==> src/rtl/iop_pkg.sv <==
package iop_pkg;

    localparam int BYTE_W   = 8;
    localparam int SEL_W    = 3;
    localparam int PREFIX_W = BYTE_W - 1 - SEL_W;
    localparam logic [PREFIX_W-1:0] ADDR_PREFIX = 4'b1100;
    localparam int BIT_CNT_W = $clog2(BYTE_W + 1);

    typedef enum logic [2:0] {
        ST_IDLE,
        ST_ADDR,
        ST_AACK,
        ST_WDATA,
        ST_WACK,
        ST_RDATA,
        ST_RACK,
        ST_SKIP
    } tgt_state_e;

    typedef struct packed {
        logic start;
        logic stop;
        logic scl_rise;
        logic scl_fall;
        logic sda;
    } bus_evt_t;

    function automatic logic addr_hit(input logic [BYTE_W-1:0] rx,
                                      input logic [SEL_W-1:0]  sel);
        return rx[BYTE_W-1:1] == {ADDR_PREFIX, sel};
    endfunction

endpackage

==> src/rtl/iop_line_filter.sv <==
module iop_line_filter #(
    parameter int FILT_LEN = 3
) (
    input  logic clk,
    input  logic clr,
    input  logic raw,
    output logic clean
);
    localparam int CW = $clog2(FILT_LEN + 1);

    logic          sync1, sync2;
    logic [CW-1:0] run;

    always_ff @(posedge clk) begin
        if (clr) begin
            sync1 <= 1'b1;
            sync2 <= 1'b1;
            clean <= 1'b1;
            run   <= '0;
        end else begin
            sync1 <= raw;
            sync2 <= sync1;
            if (sync2 == clean) begin
                run <= '0;
            end else if (run == CW'(FILT_LEN - 1)) begin
                clean <= sync2;
                run   <= '0;
            end else begin
                run <= run + 1'b1;
            end
        end
    end
endmodule

==> src/rtl/iop_bus_events.sv <==
module iop_bus_events
    import iop_pkg::*;
(
    input  logic     clk,
    input  logic     clr,
    input  logic     scl_c,
    input  logic     sda_c,
    output bus_evt_t evt
);
    logic scl_q, sda_q;

    always_ff @(posedge clk) begin
        if (clr) begin
            scl_q <= 1'b1;
            sda_q <= 1'b1;
        end else begin
            scl_q <= scl_c;
            sda_q <= sda_c;
        end
    end

    always_comb begin
        evt.start    = scl_q & scl_c & sda_q & ~sda_c;
        evt.stop     = scl_q & scl_c & ~sda_q & sda_c;
        evt.scl_rise = ~scl_q & scl_c;
        evt.scl_fall = scl_q & ~scl_c;
        evt.sda      = sda_c;
    end
endmodule

==> src/rtl/iop_target_fsm.sv <==
module iop_target_fsm
    import iop_pkg::*;
(
    input  logic              clk,
    input  logic              clr,
    input  bus_evt_t          evt,
    input  logic [SEL_W-1:0]  sel,
    input  logic [BYTE_W-1:0] cur_reg,
    output logic              sda_pull,
    output logic              wr_stb,
    output logic [BYTE_W-1:0] wr_byte
);
    tgt_state_e           state;
    logic [BYTE_W-1:0]    shreg;
    logic [BYTE_W-1:0]    txreg;
    logic [BIT_CNT_W-1:0] nbits;
    logic                 rd_mode;
    logic                 ctl_ack;

    localparam logic [BIT_CNT_W-1:0] FULL = BIT_CNT_W'(BYTE_W);
    localparam logic [BIT_CNT_W-1:0] LAST = BIT_CNT_W'(BYTE_W - 1);

    assign wr_byte = shreg;

    always_ff @(posedge clk) begin
        if (clr) begin
            state    <= ST_IDLE;
            shreg    <= '0;
            txreg    <= '0;
            nbits    <= '0;
            rd_mode  <= 1'b0;
            ctl_ack  <= 1'b0;
            sda_pull <= 1'b0;
            wr_stb   <= 1'b0;
        end else begin
            wr_stb <= 1'b0;
            if (evt.start) begin
                state    <= ST_ADDR;
                nbits    <= '0;
                sda_pull <= 1'b0;
            end else if (evt.stop) begin
                state    <= ST_IDLE;
                sda_pull <= 1'b0;
            end else begin
                unique case (state)
                    ST_IDLE, ST_SKIP: begin
                        sda_pull <= 1'b0;
                    end
                    ST_ADDR, ST_WDATA: begin
                        if (evt.scl_rise && nbits != FULL) begin
                            shreg <= {shreg[BYTE_W-2:0], evt.sda};
                            nbits <= nbits + 1'b1;
                        end else if (evt.scl_fall && nbits == FULL) begin
                            nbits <= '0;
                            if (state == ST_WDATA) begin
                                wr_stb   <= 1'b1;
                                sda_pull <= 1'b1;
                                state    <= ST_WACK;
                            end else if (addr_hit(shreg, sel)) begin
                                rd_mode  <= shreg[0];
                                sda_pull <= 1'b1;
                                state    <= ST_AACK;
                            end else begin
                                state <= ST_SKIP;
                            end
                        end
                    end
                    ST_AACK: begin
                        if (evt.scl_fall) begin
                            nbits <= '0;
                            if (rd_mode) begin
                                txreg    <= cur_reg;
                                sda_pull <= ~cur_reg[BYTE_W-1];
                                state    <= ST_RDATA;
                            end else begin
                                sda_pull <= 1'b0;
                                state    <= ST_WDATA;
                            end
                        end
                    end
                    ST_WACK: begin
                        if (evt.scl_fall) begin
                            sda_pull <= 1'b0;
                            state    <= ST_SKIP;
                        end
                    end
                    ST_RDATA: begin
                        if (evt.scl_fall) begin
                            if (nbits == LAST) begin
                                sda_pull <= 1'b0;
                                state    <= ST_RACK;
                            end else begin
                                sda_pull <= ~txreg[BYTE_W-2];
                                txreg    <= {txreg[BYTE_W-2:0], 1'b0};
                                nbits    <= nbits + 1'b1;
                            end
                        end
                    end
                    ST_RACK: begin
                        if (evt.scl_rise) begin
                            ctl_ack <= ~evt.sda;
                        end else if (evt.scl_fall) begin
                            nbits <= '0;
                            if (ctl_ack) begin
                                txreg    <= cur_reg;
                                sda_pull <= ~cur_reg[BYTE_W-1];
                                state    <= ST_RDATA;
                            end else begin
                                state <= ST_SKIP;
                            end
                        end
                    end
                    default: state <= ST_IDLE;
                endcase
            end
        end
    end
endmodule

==> src/rtl/iop_port_reg.sv <==
module iop_port_reg
    import iop_pkg::*;
(
    input  logic              clk,
    input  logic              clr,
    input  logic              wr_stb,
    input  logic [BYTE_W-1:0] wr_byte,
    input  logic              stop,
    output logic [BYTE_W-1:0] applied
);
    logic [BYTE_W-1:0] parked;
    logic              parked_vld;

    always_ff @(posedge clk) begin
        if (clr) begin
            parked     <= '0;
            parked_vld <= 1'b0;
            applied    <= '0;
        end else begin
            if (stop && parked_vld) begin
                applied    <= parked;
                parked_vld <= 1'b0;
            end
            if (wr_stb) begin
                parked     <= wr_byte;
                parked_vld <= 1'b1;
            end
        end
    end
endmodule

==> src/rtl/iop_sink_port.sv <==
module iop_sink_port
    import iop_pkg::*;
#(
    parameter int FILT_LEN = 3
) (
    input  logic              clk,
    input  logic              rst,
    input  logic              clear_n,
    input  logic              scl_i,
    input  logic              sda_i,
    output logic              sda_pull_o,
    input  logic [SEL_W-1:0]  addr_sel_i,
    output logic [BYTE_W-1:0] port_sink_o
);
    localparam int NLINES = 2;

    logic              clr;
    logic [NLINES-1:0] raw_lines;
    logic [NLINES-1:0] clean_lines;
    bus_evt_t          bus_evt;
    logic              wr_stb;
    logic [BYTE_W-1:0] wr_byte;
    logic              start_seen;
    logic              stop_seen;

    assign clr       = rst | ~clear_n;
    assign raw_lines = {sda_i, scl_i};

    for (genvar g = 0; g < NLINES; g++) begin : g_line
        iop_line_filter #(.FILT_LEN(FILT_LEN)) u_filt (
            .clk   (clk),
            .clr   (clr),
            .raw   (raw_lines[g]),
            .clean (clean_lines[g])
        );
    end

    iop_bus_events u_evt (
        .clk   (clk),
        .clr   (clr),
        .scl_c (clean_lines[0]),
        .sda_c (clean_lines[1]),
        .evt   (bus_evt)
    );

    assign start_seen = bus_evt.start;
    assign stop_seen  = bus_evt.stop;

    iop_target_fsm u_fsm (
        .clk      (clk),
        .clr      (clr),
        .evt      (bus_evt),
        .sel      (addr_sel_i),
        .cur_reg  (port_sink_o),
        .sda_pull (sda_pull_o),
        .wr_stb   (wr_stb),
        .wr_byte  (wr_byte)
    );

    iop_port_reg u_reg (
        .clk     (clk),
        .clr     (clr),
        .wr_stb  (wr_stb),
        .wr_byte (wr_byte),
        .stop    (stop_seen),
        .applied (port_sink_o)
    );
endmodule

==> config.mk <==
export PLATFORM = sky130hd
export DESIGN_NAME = iop_sink_port
export DESIGN_NICKNAME = d
export VERILOG_FILES = /design/src/rtl/iop_pkg.sv /design/src/rtl/iop_line_filter.sv /design/src/rtl/iop_bus_events.sv /design/src/rtl/iop_target_fsm.sv /design/src/rtl/iop_port_reg.sv /design/src/rtl/iop_sink_port.sv
export SDC_FILE = /design/constraint.sdc
export NUM_CORES = 1
export LEC_CHECK = 0
export CORE_MARGIN = 2
export CORE_UTILIZATION = 63
export CTS_CLUSTER_DIAMETER = 50
export DETAILED_ROUTE_END_ITERATION = 7
export HOLD_SLACK_MARGIN = 0.05
export PLACE_DENSITY_LB_ADDON = 0.1
export REMOVE_ABC_BUFFERS = 1
export SYNTH_ARGS = -nofsm -noshare
export SYNTH_HDL_FRONTEND = slang
export SYNTH_HIERARCHICAL = 1
export SYNTH_SLANG_ARGS = --single-unit
==> constraint.sdc <==
create_clock -name clk -period 2.6 [get_ports clk]
set_input_delay 0.39 -clock clk [delete_from_list [all_inputs] [get_ports clk]]
set_output_delay 0.39 -clock clk [all_outputs]
set_load 0.02 [all_outputs]
==> results_dict.tcl <==
set metrics [dict create \
    outcome "finished, final reports clean" \
    tritoncts "built" \
    gp_congestion 0.838 \
    grt_overflow 0 \
    rows 23 \
    p_per_area_nw_per_um2 473 \
    cts_hold_buf 0 \
    synthArstFlopShare_pct 0 \
    grt_max_degree 22 \
    path_clk_slew_ns 0.09 \
    fmax_ghz 0.468 \
    cap_viol_max_count 0 \
    initial_utilization_pct 66.3 \
    crit_fanout 14 \
    diodes 0 \
    antenna_found_initial 0 \
    critPathCaptureType "flop" \
    port_buffers 16 \
    fin_skew_ns 0.00182 \
    grt_pass1_vias 1844 \
    arrival_ns 2.35 \
    synth-seq-cells 55 \
    synth_edf_count 0 \
    slew_violations 0 \
    regArea_sq_um 1100 \
    die_w_um 69.1 \
    cts_setup_buffers 0 \
    crit_path_start_kind "flop" \
    synth_ff_type "dfxtp_1" \
    fin_setup_tns_ns 0 \
    ys_types 58 \
    cts_resized 0 \
    clk_path_buf_depth 2 \
    wire_per_inst_um 14.7 \
    ios 17 \
    hpwl_um 3440 \
    nets 300 \
    first_pass_iters 4 \
    finalSetupViolations 0 \
    mostFrequentLayoutCell "dfxtp_1" \
    cts.htree.levels 2 \
    hold_class "reg -> reg" \
    required_ns 2.82 \
    gr-usage-all-layers_pct 21.6 \
    peakVddDrop_mv 0.337 \
    fin_crit_sh_pct 82.1 \
    finalCriticalPeriod_ns 2.14 \
    fillers 339 \
    worstMarginPinSlew_ns 0.706 \
    ys_seq_area_share_pct 41.2 \
    drtIter0Drc 140 \
    mostFrequentLayoutCells "55 x dfxtp_1, 29 x nor2_1, 24 x mux2i_1" \
    slew_headroom_pct 52.8 \
    hold_viol 0 \
    clk_latency_ns 0.30 \
    multi_input_area_sq_um 1400 \
    grt_pass1_wl_um 8540 \
    core_area_sq_um 4030 \
    syn_area_sq_um 2670 \
    layout-drive-gt1-share_pct 15.2 \
    leakage_nw 1.02 \
    syn_to_final_growth_pct 8.01 \
    avgSynthCellArea_sq_um 9.57 \
    cts_buffers 5 \
    ctsRootBufferMaster "clkbuf_8" \
    die-area_sq_um 4780 \
    cts.sinks 55 \
    routed_wl_um 4980 \
    syn_inst 279 \
    hold-worst-slack_ns 0.417 \
    antenna_left 0 \
    die_height_um 69.1 \
    vias 1968 \
    rsz0062_at_grt "false" \
    via_per_inst 5.81 \
    drc 0 \
    critPathKind "reg -> reg" \
    ys_warn_count 6 \
]
[Yosys cell counts (all sizes together) (3+ instances only)]
master	n	area, sq um
nor2b	5	31.3
a21oi	27	161
ha	4	50.1
mux2i	24	240
nand2	9	33.8
buf	16	129
a211o	3	28.8
dfxtp	55	1100
and2b	3	26.3
o21ai	3	15.0
nand3	13	70.1
nor4	5	31.3
nor2	29	109
xnor2	6	52.6
a311oi	6	52.6
nand3b	3	22.5
nand2b	4	25.0
nand4	4	31.3
inv	11	41.3
a21bo	9	90.1
or2	9	56.3
[logic make-up after synthesis]
logic type                 count (synthesis)  synth area share [%]
and+or+nand+nor                           95                  19.9
DFF                                       55                  41.2
xor gates and xnor gates                   6                  1.97
buffers and inverters                     29                  6.65
adders and majority gates                  4                  1.87
AOI/OAI and AO/OA                         66                  19.4
muxes                                     24                  8.99
[registers in the layout, indices dropped and copies added (netlist names), 3 cells and up]
name,count
u_reg/applied,8
u_fsm/nbits,4
u_fsm/txreg,7
u_fsm/state,3
u_fsm/wr_byte,8
u_reg/parked,8
g_line.u_filt/run,4
[through the flow]
step	setup WS, ns	utilization (%)	total power, mW	area [sq um]	std cells
2_1_floorplan	0.419	-	0.879	2530	261
3_3_place_gp	0.593	69.3	0.898	2790	331
3_5_place_dp	0.547	69.3	0.898	2790	331
4_1_cts	0.511	71.6	1.38	2890	339
5_1_grt	0.255	71.6	1.41	2890	339
6_report	0.464	71.6	1.37	2890	339
[final timing paths]
check	from	to	slack [ns]	cells after the start
worst max-delay path	g_line[0].u_filt/clean$_SDFFE_PP1P_	u_fsm/txreg[3]$_SDFFE_PP0P_	0.46	5
worst min register to register	g_line[1].u_filt/sync1$_SDFF_PP1_	g_line[1].u_filt/sync2$_SDFF_PP1_	0.42	1
worst max register to register	g_line[0].u_filt/clean$_SDFFE_PP1P_	u_fsm/txreg[3]$_SDFFE_PP0P_	0.46	5
worst min-delay path	g_line[1].u_filt/sync1$_SDFF_PP1_	g_line[1].u_filt/sync2$_SDFF_PP1_	0.42	1
[report_power, final]
| group | switching [mW] | total (mW) | internal [mW] |
|---|---|---|---|
| Combinational | 0.0173 | 0.0335 | 0.0161 |
| Clock | 0.269 | 0.488 | 0.219 |
| Sequential | 0.000619 | 0.844 | 0.844 |
[layer usage]
| metal | global-route usage, % | vias to the layer above | wire, um |
|---|---|---|---|
| met5 | 0 | - | 0 |
| met4 | 7.19 | 0 | 44 |
| met3 | 4.39 | 4 | 215 |
| met2 | 31.9 | 48 | 2290 |
| met1 | 31.4 | 902 | 2430 |
| li1 | - | 1014 | - |
[critical path, stage by stage (launching register included)]
cell      delay, ns
dfxtp_1        0.37
nor2b_1        0.50
a21oi_1        0.26
a21oi_2        0.52
a21oi_1        0.13
a311oi_1       0.26
[final cells by class]
class	instances	area share [%]
clock inverters	1	0.304
multi-input cells	195	48.4
inverters	11	1.43
well taps	50	2.17
flip-flops and latches	55	38.2
clock buffers	7	2.99
repair buffers	20	6.59
Power figures use the tool's default switching activity.
